### config.mk
export PLATFORM = sky130hd
export DESIGN_NAME = wake_latch_unit
export DESIGN_NICKNAME = d
export VERILOG_FILES = /design/src/rtl/wlu_pkg.sv /design/src/rtl/wlu_sync.sv /design/src/rtl/wlu_edge.sv /design/src/rtl/wlu_group.sv /design/src/rtl/wake_latch_unit.sv
export SDC_FILE = /design/constraint.sdc
export NUM_CORES = 1
export LEC_CHECK = 0
export ABC_CLOCK_PERIOD_IN_PS = 1500
export BUFFER_PORTS_ARGS = -buffer_cell sky130_fd_sc_hd__buf_2
export CORE_ASPECT_RATIO = 0.5
export CORE_MARGIN = 4
export CORE_UTILIZATION = 30
export DETAILED_ROUTE_END_ITERATION = 10
export SETUP_SLACK_MARGIN = 0.15
export SLEW_MARGIN = 20
export SYNTH_ARGS = -nofsm -noshare
export SYNTH_HDL_FRONTEND = slang
export SYNTH_SLANG_ARGS = --single-unit
### constraint.sdc
create_clock -name clk -period 1.5 [get_ports clk]
set_input_delay 0.075 -clock clk [delete_from_list [all_inputs] [get_ports clk]]
set_output_delay 0.075 -clock clk [all_outputs]
set_load 0.01 [all_outputs]
### src/rtl/wlu_pkg.sv
// Package: shared address decode constants for the wake event latch unit.
// Assumes byte addressing with 32-bit registers.
package wlu_pkg;
    localparam int ADDR_W    = 5;
    localparam int BANK_BIT  = 4;

    typedef enum logic [1:0] {
        SEL_ENABLE = 2'd0,
        SEL_EDGE   = 2'd1,
        SEL_PEND   = 2'd2,
        SEL_MASKED = 2'd3
    } reg_sel_e;
endpackage

### src/rtl/wlu_sync.sv
// Module: multi-stage synchronizer for a vector of asynchronous inputs.
// Assumes every bit is an independent level; no bus coherency is implied.
module wlu_sync #(
    parameter int W      = 32,
    parameter int STAGES = 2
) (
    input  logic         clk,
    input  logic         rst_n,
    input  logic [W-1:0] async_i,
    output logic [W-1:0] sync_o
);
    logic [W-1:0] stage_q [STAGES];

    // Shift the input through the synchronizer chain.
    always_ff @(posedge clk) begin
        if (!rst_n) begin
            for (int s = 0; s < STAGES; s++) stage_q[s] <= '0;
        end else begin
            stage_q[0] <= async_i;
            for (int s = 1; s < STAGES; s++) stage_q[s] <= stage_q[s-1];
        end
    end

    assign sync_o = stage_q[STAGES-1];
endmodule

### src/rtl/wlu_edge.sv
// Module: per-bit edge detector with a selectable direction.
// Assumes lvl_i is already synchronous. pol_i=1 picks rising, 0 picks falling.
module wlu_edge #(
    parameter int W = 32
) (
    input  logic         clk,
    input  logic         rst_n,
    input  logic [W-1:0] lvl_i,
    input  logic [W-1:0] pol_i,
    output logic [W-1:0] hit_o
);
    logic [W-1:0] prev_q;

    // Remember the previous synchronized level.
    always_ff @(posedge clk) begin
        if (!rst_n) prev_q <= '0;
        else        prev_q <= lvl_i;
    end

    for (genvar b = 0; b < W; b++) begin : g_bit
        assign hit_o[b] = pol_i[b] ? ( lvl_i[b] & ~prev_q[b])
                                   : (~lvl_i[b] &  prev_q[b]);
    end
endmodule

### src/rtl/wlu_group.sv
// Module: one wake bank (enable, edge direction, sticky pending bits).
// Assumes the write strobes are one-hot, one cycle each, decoded by the parent.
module wlu_group #(
    parameter int           W       = 32,
    parameter int           STAGES  = 2,
    parameter logic [W-1:0] POL_RST = '0
) (
    input  logic         clk,
    input  logic         rst_n,
    input  logic [W-1:0] src_i,
    input  logic         en_we,
    input  logic         pol_we,
    input  logic         clr_we,
    input  logic [W-1:0] wdata_i,
    output logic [W-1:0] en_o,
    output logic [W-1:0] pol_o,
    output logic [W-1:0] pend_o,
    output logic [W-1:0] hit_o
);
    logic [W-1:0] lvl;
    logic [W-1:0] en_q, pol_q, pend_q;
    logic [W-1:0] clr_mask;

    wlu_sync #(.W(W), .STAGES(STAGES)) u_sync (
        .clk(clk), .rst_n(rst_n), .async_i(src_i), .sync_o(lvl)
    );

    wlu_edge #(.W(W)) u_edge (
        .clk(clk), .rst_n(rst_n), .lvl_i(lvl), .pol_i(pol_q), .hit_o(hit_o)
    );

    assign clr_mask = clr_we ? wdata_i : '0;

    // Software-owned configuration registers.
    always_ff @(posedge clk) begin
        if (!rst_n) begin
            en_q  <= '0;
            pol_q <= POL_RST;
        end else begin
            if (en_we)  en_q  <= wdata_i;
            if (pol_we) pol_q <= wdata_i;
        end
    end

    // Sticky pending bits: a new edge wins over a clear.
    always_ff @(posedge clk) begin
        if (!rst_n) pend_q <= '0;
        else        pend_q <= (pend_q & ~clr_mask) | hit_o;
    end

    assign en_o   = en_q;
    assign pol_o  = pol_q;
    assign pend_o = pend_q;

    AST_UNCLEARED_HOLD: assert property (@(posedge clk) disable iff (!rst_n)
        1'b1 |=> ((pend_q & $past(pend_q & ~clr_mask)) == $past(pend_q & ~clr_mask)));
    AST_EDGE_BEATS_CLEAR: assert property (@(posedge clk) disable iff (!rst_n)
        1'b1 |=> ((pend_q & $past(hit_o)) == $past(hit_o)));
    AST_SET_ONLY_BY_EDGE: assert property (@(posedge clk) disable iff (!rst_n)
        1'b1 |=> ((pend_q & ~$past(pend_q) & ~$past(hit_o)) == '0));
endmodule

### src/rtl/wake_latch_unit.sv
// Module: top of the wake event latch unit. Decodes the register port,
// holds an internal-source bank and a pin bank, and raises wake_req.
// Assumes a single-cycle write strobe and a combinational read.
module wake_latch_unit #(
    parameter int           W           = 32,
    parameter int           STAGES      = 2,
    parameter logic [W-1:0] INT_POL_RST = 32'h0000_0034
) (
    input  logic                      clk,
    input  logic                      rst_n,
    input  logic                      reg_wr,
    input  logic [wlu_pkg::ADDR_W-1:0] reg_addr,
    input  logic [W-1:0]              reg_wdata,
    output logic [W-1:0]              reg_rdata,
    input  logic [W-1:0]              src_int,
    input  logic [W-1:0]              src_pin,
    output logic                      wake_req
);
    import wlu_pkg::*;

    localparam int NBANK = 2;

    reg_sel_e     sel;
    logic [W-1:0] src_b   [NBANK];
    logic [W-1:0] en_b    [NBANK];
    logic [W-1:0] pol_b   [NBANK];
    logic [W-1:0] pend_b  [NBANK];
    logic [W-1:0] hit_b   [NBANK];
    logic [W-1:0] mask_b  [NBANK];
    logic [NBANK-1:0] bank_hit_any;
    logic [NBANK-1:0] bank_wake;

    assign sel      = reg_sel_e'(reg_addr[3:2]);
    assign src_b[0] = src_int;
    assign src_b[1] = src_pin;

    for (genvar g = 0; g < NBANK; g++) begin : g_bank
        localparam logic [W-1:0] PRST = (g == 0) ? INT_POL_RST : '0;
        logic hit_me;
        assign hit_me = reg_wr && (reg_addr[BANK_BIT] == g[0]);

        wlu_group #(.W(W), .STAGES(STAGES), .POL_RST(PRST)) u_grp (
            .clk(clk), .rst_n(rst_n), .src_i(src_b[g]),
            .en_we(hit_me && sel == SEL_ENABLE),
            .pol_we(hit_me && sel == SEL_EDGE),
            .clr_we(hit_me && sel == SEL_PEND),
            .wdata_i(reg_wdata),
            .en_o(en_b[g]), .pol_o(pol_b[g]), .pend_o(pend_b[g]), .hit_o(hit_b[g])
        );

        assign mask_b[g]       = pend_b[g] & en_b[g];
        assign bank_wake[g]    = |mask_b[g];
        assign bank_hit_any[g] = |hit_b[g];
    end

    assign wake_req = |bank_wake;

    // Read mux: bank by address bit 4, register by bits 3:2.
    always_comb begin
        logic bk;
        bk = reg_addr[BANK_BIT];
        case (sel)
            SEL_ENABLE: reg_rdata = en_b[bk];
            SEL_EDGE:   reg_rdata = pol_b[bk];
            SEL_PEND:   reg_rdata = pend_b[bk];
            default:    reg_rdata = mask_b[bk];
        endcase
    end

    AST_WAKE_HAS_CAUSE: assert property (@(posedge clk) disable iff (!rst_n)
        $rose(wake_req) |-> ($past(reg_wr) || $past(|bank_hit_any)));
    AST_WAKE_NEEDS_WRITE_TO_DROP: assert property (@(posedge clk) disable iff (!rst_n)
        $fell(wake_req) |-> $past(reg_wr));
endmodule

Yosys cells after proc, flatten, opt, wreduce, memory -nomap -nowiden. Memory sizes are Yosys's and may differ from the RTL's. Index checks and enable logic that the tools add are counted.

Flip-flop bits (word level): 256. RAM bits: 128. Memories kept: 2.

Magnitude comparators: 1. Equal/unequal tests: 2. Muxes and demuxes: 85. Bitwise operators: 270. Reduce and logical (&&, ||, !) cells: 10.

Memories: g_bank[0].u_grp.u_sync.stage_q (depth 2, width 32, read ports 2, clocked after Yosys merged registers in 0, write ports 2, line wlu_sync.sv:12) `logic [W-1:0] stage_q [STAGES];`; g_bank[1].u_grp.u_sync.stage_q (depth 2, width 32, read ports 2, clocked after Yosys merged registers in 0, write ports 2, line wlu_sync.sv:12).

Operators with widths (number): $mux 32 (18); $not 1->1 (129); $and 1x1->1 (128); $and 32x32->32 (4); $pmux 32 s3 (1); $mux 1 (66); $not 32->32 (2); $or 32x32->32 (2); $reduce_or 64->1 (1); $logic_and 1x1->1 (8); $or 1x1->1 (4); $eq 2x1->1 const B (1); $eq 2x2->1 const B (1); $ge 2x2->1 const B (1); $logic_not 2->1 (1); $not 1->2 (1).

Longest topological paths before layout. Gate-level depths: netlist (run 1).

Depth after elaboration: 7. Gate-level depth with buffers: 7.

Cells and area by module. Synthesis (run 1) repeated with hierarchy kept, for this count alone.

Cell total of the unflattened synthesis: 1607. Area, all modules: 16529.6 um^2.

By module, submodules not included: wlu_sync (times used 2, cells an instance 166, area an instance 2031.9 um^2); wlu_group (g_bank[1].u_grp) (times used 1, cells an instance 341, area an instance 3631.0 um^2); wlu_group (g_bank[0].u_grp) (times used 1, cells an instance 341, area an instance 3623.5 um^2); wlu_edge (times used 2, cells an instance 163, area an instance 1416.4 um^2); wake_latch_unit (times used 1, cells an instance 267, area an instance 2378.5 um^2).

Worst setup path after synthesis (run 1). OpenSTA, ideal clock, no wires.

Path kind: reg2out. From: register g_bank[0].u_grp.pend_q[19]. To: output port wake_req. Data arrival time: 1.382 ns. Data required time: 1.425 ns. Setup slack: 0.043 ns. Cell stages (with the launch flop): 5. Buffers on the path: 0. Cells stage by stage: dfxtp_1 > a22o_1 > a221oi_1 > nand4_1 > or4_1.

Longest elaborated chain between the ends: 2.

Ends and longest elaborated chain: start, declared (line wlu_group.sv:21) `logic [W-1:0] en_q, pol_q, pend_q;`; start signal, assigned (line wlu_group.sv:48) `else pend_q <= (pend_q & ~clr_mask) | hit_o;`; $and 32x32->32 (line wake_latch_unit.sv:51) `assign mask_b[g] = pend_b[g] & en_b[g];`; $reduce_or 64->1 (line wake_latch_unit.sv:56) `assign wake_req = |bank_wake;`; end, declared (line wake_latch_unit.sv:17) `output logic wake_req`.

No other way between the ends.

Worst setup path after layout (run 1).
From: register g_bank[0].u_grp.en_q[15]. To: output port wake_req.

Longest elaborated chain between the ends: 2.

Ends and longest elaborated chain: start, declared (line wlu_group.sv:21); start signal, assigned (line wlu_group.sv:40) `if (en_we) en_q <= wdata_i;`; $and 32x32->32 (line wake_latch_unit.sv:51); $reduce_or 64->1 (line wake_latch_unit.sv:56).

No other way between the ends.

==> flow_summary.yaml, run 1 <==
run_status:
  status: "finished with violations"
  violations: "negative setup slack"
die:
  ioPinCount: 137
  dieArea_um2: 53760
  start_util_pct: 30.60
  die_x_um: 323.9
  rows: 57
  die_h_um: 166.0
  coreArea_um2: 48920
cts:
  cts_root_buf: "clkbuf_16"
  clockBufferDepth: 3
  clock-sinks: 384
  numCtsBuffers: 38
  htree_levels: 2
  insertion_delay_ps: 540
  path_clk_slew_ps: 60
  cts_tree: "yes"
logic_synthesis:
  postSynthNetCount: 1669
  mappedNetlistArea_um2: 14970
  seq_area_frac_synth_pct: 51.35
  async_flop_share_pct: 0
  ys_ff_latch: 384
  synthCells: 1565
  synth_edf_count: 0
  synth_ff_type: "dfxtp_1"
  ys_warn_count: 0
  avgSynthCellArea_um2: 9.567
  ys_types: 26
cells_and_area:
  final_cell_mix: "dfxtp_1, nand2_1, and2_1, a21boi_0, buf_2"
  area_growth_pct: 40.16
  final_common_cell: "dfxtp_1"
  nets: 2011
  fin_util_pct: 42.89
  drive_gt1_share_pct: 28.90
setup_path:
  cp_slowest_stage_delay_ps: 580
  path_cells: "a22o_1 > a221oi_2 > nand4_1 > or4_4 > buf_6"
  critical_path_class: "reg2out"
  cp_top_family: "simple AND/OR/NAND/NOR gates"
  path_max_fanout: 2
  crit_path_top_delay_cell: "or4_4"
  start_kind: "flip-flop"
  crit_required_ps: 1420
  critPathCaptureType: "output port"
  worstPathArrival_ps: 2250
  crit_buf_inv: 1
placement:
  finalWeightedCongestion: 0.8560
  dpl.hpwl_um: 32180
  port_buffers: 134
grt:
  grt_pass1_vias: 12420
  grt_pass1_wl_um: 73330
  antenna_found_initial: 0
  busiest_layer: "met2"
  use_met1_pct: 24.20
  grt_usage_pct: 17.42
  grtUsageMet2_pct: 27.85
  overflow: 0
  grt_use_met3_pct: 3.130
  grt_start_max_net_pins: 96
sta:
  rsz0062_at_grt: "true"
  worstMarginPinSlew_ps: 926.3
  fin_crit_sh_pct: 155.0
  finalSetupViolCount: 32
  relSlewSlack_pct: 38.25
  max_freq_mhz: 430.2
  period_minus_slack_ps: 2325
  slew_violations: 0
  hold_viol: 0
  holdWs_ps: 229.7
  fin_worst_skew_ps: 20.12
  setup_slack_ps: -824.6
drt:
  firstDrtPassIters: 6
  ant_nets: 0
  vias: 12560
  routed_wl_um: 48170
  drc: 0
  drt_iter0_markers: 969
  via_per_inst: 4.867
  wire_per_inst_um: 18.66
flow_run:
  maxCapViolCount: 0
power:
  ir_drop_uv: 714.7
  p_per_area_nw_per_um2: 1102
  total_leakage_power_uw: 0.008393
hold_path:
  hp-class: "in2reg"
[cell usage after synthesis, drive strengths merged, types with 16 or more instances]
master,n,area [µm²]
o22a,32,280.3
a221oi,16,140.1
nand2b,67,419.2
o21ai,32,160.2
clkbuf,97,365.4
a21boi,189,1419
o221ai,32,280.3
a22o,16,140.1
o31a,64,560.5
nand2,257,964.7
and3b,64,560.5
nand3,35,175.2
and2,192,1201
dfxtp,384,7687
nor3b,64,480.5
[power breakdown]
group          internal [µW]  switching (µW)  leakage, µW
Sequential             10500             233      0.00318
Clock                   5930            4020     0.000631
Combinational           1220            1180      0.00458
Total                  17700            5430      0.00839
[flip-flops by register name (all words and copies together), names as in the netlist]
| register | cells |
|---|---|
| g_bank.u_grp.u_sync.stage_q | 128 |
| g_bank.u_grp.en_o | 64 |
| g_bank.u_grp.pend_o | 64 |
| g_bank.u_grp.pol_o | 64 |
| g_bank.u_grp.u_edge.prev_q | 64 |
[worst paths after layout]
path                                                                        from                                                to  slack [ps]  cells after the start
worst min-delay path                                                      reg_wr              g_bank[1].u_grp.en_o[9]$_SDFFE_PN0P_         230                      6
worst max-delay path                       g_bank[0].u_grp.en_o[15]$_SDFFE_PN0P_                                          wake_req        -820                      5
worst min register to register  g_bank[0].u_grp.u_sync.stage_q[0][14]$_SDFF_PN0_  g_bank[0].u_grp.u_sync.stage_q[0][46]$_SDFF_PN0_         430                      1
worst max register to register              g_bank[0].u_grp.pend_o[4]$_SDFF_PN0_              g_bank[0].u_grp.pend_o[4]$_SDFF_PN0_         340                      4
[cell families after synthesis]
group / synth area share [%]
compound gates: 19.91
xor+xnor: 0.1087
flops: 51.35
simple gates: 25.94
buf+inv: 2.699
[metal layers]
layer / share of wire (%) / routed length, µm
met1: 47 / 22540
met2: 45 / 21830
met3: 5.6 / 2716
met4: 2.2 / 1071
met5: 0 / 0
[per-stage QoR]
stage          setup slack [ps]  std cells  total power, µW  area [µm²]  setup TNS (ps)
6_report                 -824.6       2581            23120       20990           -3180
4_1_cts                  -873.4       2576            23240       20700           -4047
2_1_floorplan             95.79       1565            11870       15030               0
5_1_grt                  -877.6       2580            23930       20980           -4987
3_5_place_dp             -360.9       2406            12900       17700           -2122
3_3_place_gp             -337.6       2406            12880       17700           -1994
[timing repair]
action                                 4_1_cts  5_1_grt
buffers inserted                             2        4
setup endpoints to repair                   33       33
hold buffers                               102        0
endpoints found under the hold margin      209        0
cloned                                       2        0
resized for setup                          168       63
pin swaps                                   30       25
[area by class of cell]
class	instances	area [µm²]
fill	4711	27940
sequential	384	7815
multi-input combinational	1076	7570
timing repair buffer	407	3495
clock buffer	54	1132
tap	649	812.0
clock inverter	10	158.9
antenna	1	2.502
[worst min-delay path: stages]
cell and delay (ps):
buf_2 120, nand2_1 160, nor3_2 80, buf_4 170, nand2_1 70, a21boi_0 60
Note: power is estimated with default switching activity, not from simulation.
==> inputs of run 2 (changes only) <==
- CTS_BUF_LIST: unset -> sky130_fd_sc_hd__clkbuf_8 sky130_fd_sc_hd__clkbuf_16
==> flow_summary.yaml, run 2 (synthesized netlist as in run 1, its figures left out) <==
run_status:
  status: "finished with violations"
  violations: "negative setup slack"
sta:
  hold_viol: 0
  relSlewSlack_pct: 38.25
  period_minus_slack_ps: 2325
  rsz0062_at_grt: "true"
  setup_slack_ps: -824.7
  worstMarginPinSlew_ps: 926.2
  finalSetupViolCount: 32
  max_freq_mhz: 430.2
  slew_violations: 0
  fin_setup_tns_ps: -3191
  fin_worst_skew_ps: 21.29
  fin_crit_sh_pct: 155.0
cells_and_area:
  final_area_um2: 20980
  nets: 2011
  final_cell_mix: "dfxtp_1, nand2_1, and2_1, a21boi_0, buf_2"
  fin_cells: 2580
  final_common_cell: "dfxtp_1"
  area_growth_pct: 40.15
  drive_gt1_share_pct: 28.90
  regMostFlops: "g_bank.u_grp.u_sync.stage_q"
  largest_reg_flops: 128
  insertedDiodeCount: 0
  fill_cells: 4712
cts:
  clockBufferDepth: 3
  insertion_delay_ps: 540
  numCtsBuffers: 38
  path_clk_slew_ps: 60
  cts_root_buf: "clkbuf_16"
  htree_levels: 2
  cts_tree: "yes"
  clock-sinks: 384
drt:
  ant_nets: 0
  wl_met1_um: 22360
  routed_wl_um: 48160
  via_per_inst: 4.869
  top_layer: "met4"
  vias: 12560
  wire_per_inst_um: 18.67
  dr_wl_met2_um: 21890
  firstDrtPassIters: 6
  route.met3.wl_um: 2890
  drt_iter0_markers: 976
  drc: 0
setup_path:
  cp_slowest_stage_delay_ps: 580
  worstPathArrival_ps: 2250
  critPathCaptureType: "output port"
  path_max_fanout: 2
  path_cells: "a22o_1 > a221oi_2 > nand4_1 > or4_4 > buf_6"
  start_kind: "flip-flop"
  crit_path_top_delay_cell: "or4_4"
  crit_required_ps: 1420
  crit_buf_inv: 1
  critical_path_class: "reg2out"
  cp_top_family: "simple AND/OR/NAND/NOR gates"
power:
  ir_drop_uv: 709.1
  total_leakage_power_uw: 0.008413
  p_per_area_nw_per_um2: 1100
die:
  ioPinCount: 137
  coreArea_um2: 48920
  rows: 57
  die_x_um: 323.9
  dieArea_um2: 53760
  die_h_um: 166.0
  start_util_pct: 30.60
placement:
  post-place-cells: 2406
  pre_cts_slack_ps: -360.9
  dpl.hpwl_um: 32180
  port_buffers: 134
  place_area_um2: 17700
  finalWeightedCongestion: 0.8560
grt:
  grt_start_max_net_pins: 96
  grt_pass1_wl_um: 73330
  grt_usage_pct: 17.42
  grt_pass1_vias: 12420
  overflow: 0
  antenna_found_initial: 0
flow_run:
  maxCapViolCount: 0
hold_path:
  hp-class: "in2reg"
-- run 2: cell types whose count changed in the layout (fill, tap and decap cells not counted), sizes merged --
cell / change
clkbuf: -5
diode: -1
inv: +5
-- run 2: final timing paths --
kind | depth (start not counted) | to | slack [ps] | start
hold reg to reg | 1 | g_bank[0].u_grp.u_sync.stage_q[0][46]$_SDFF_PN0_ | 430 | g_bank[0].u_grp.u_sync.stage_q[0][14]$_SDFF_PN0_
setup reg to reg | 4 | g_bank[0].u_grp.pend_o[4]$_SDFF_PN0_ | 340 | g_bank[0].u_grp.pend_o[4]$_SDFF_PN0_
hold / removal | 6 | g_bank[1].u_grp.en_o[9]$_SDFFE_PN0P_ | 230 | reg_wr
setup / recovery | 5 | wake_req | -820 | g_bank[0].u_grp.en_o[15]$_SDFFE_PN0P_
-- run 2: repair_timing --
action | CTS | global route
hold buffers | 102 | 0
endpoints found under the setup margin | 33 | 33
buffers inserted | 2 | 4
pin swaps | 30 | 25
resized for setup | 168 | 63
gates cloned | 2 | 0
hold endpoints to repair | 209 | 0
-- run 2: through the flow --
step | hold slack (ps) | util, % | total power [µW]
4_1_cts | 217.7 | 42.32 | 23210
3_5_place_dp | 283.8 | 36.17 | 12900
6_report | 229.8 | 42.89 | 23090
3_3_place_gp | 280.4 | 36.17 | 12880
2_1_floorplan | 196.7 | - | 11870
5_1_grt | 271.4 | 42.89 | 23900
-- run 2: area by class of cell --
cell class / instances / area (µm²) / area share, %
clock buffer: 49 / 1114 / 5.307
clock inverter: 15 / 177.7 / 0.8467
multi-input combinational: 1076 / 7570 / 36.08
sequential: 384 / 7815 / 37.25
tap: 649 / 812.0 / 3.870
timing repair buffer: 407 / 3495 / 16.65
-- run 2: routing by layer --
metal	vias to the layer above	track usage [%]
met2	303	27.85
li1	6144	-
met3	66	3.130
met1	6050	24.20
met5	-	0
met4	0	4.760
-- run 2: worst reg2reg max path, cell delays in order, from the launching register on --
cell	delay, ps
dfxtp_4	360
buf_6	110
buf_4	120
a21boi_1	120
o31a_1	320
-- run 2: report_power, final --
group	internal, µW	total [µW]	switching [µW]
logic	1220	2400	1180
registers	10500	10800	233
clock network	5900	9920	4020
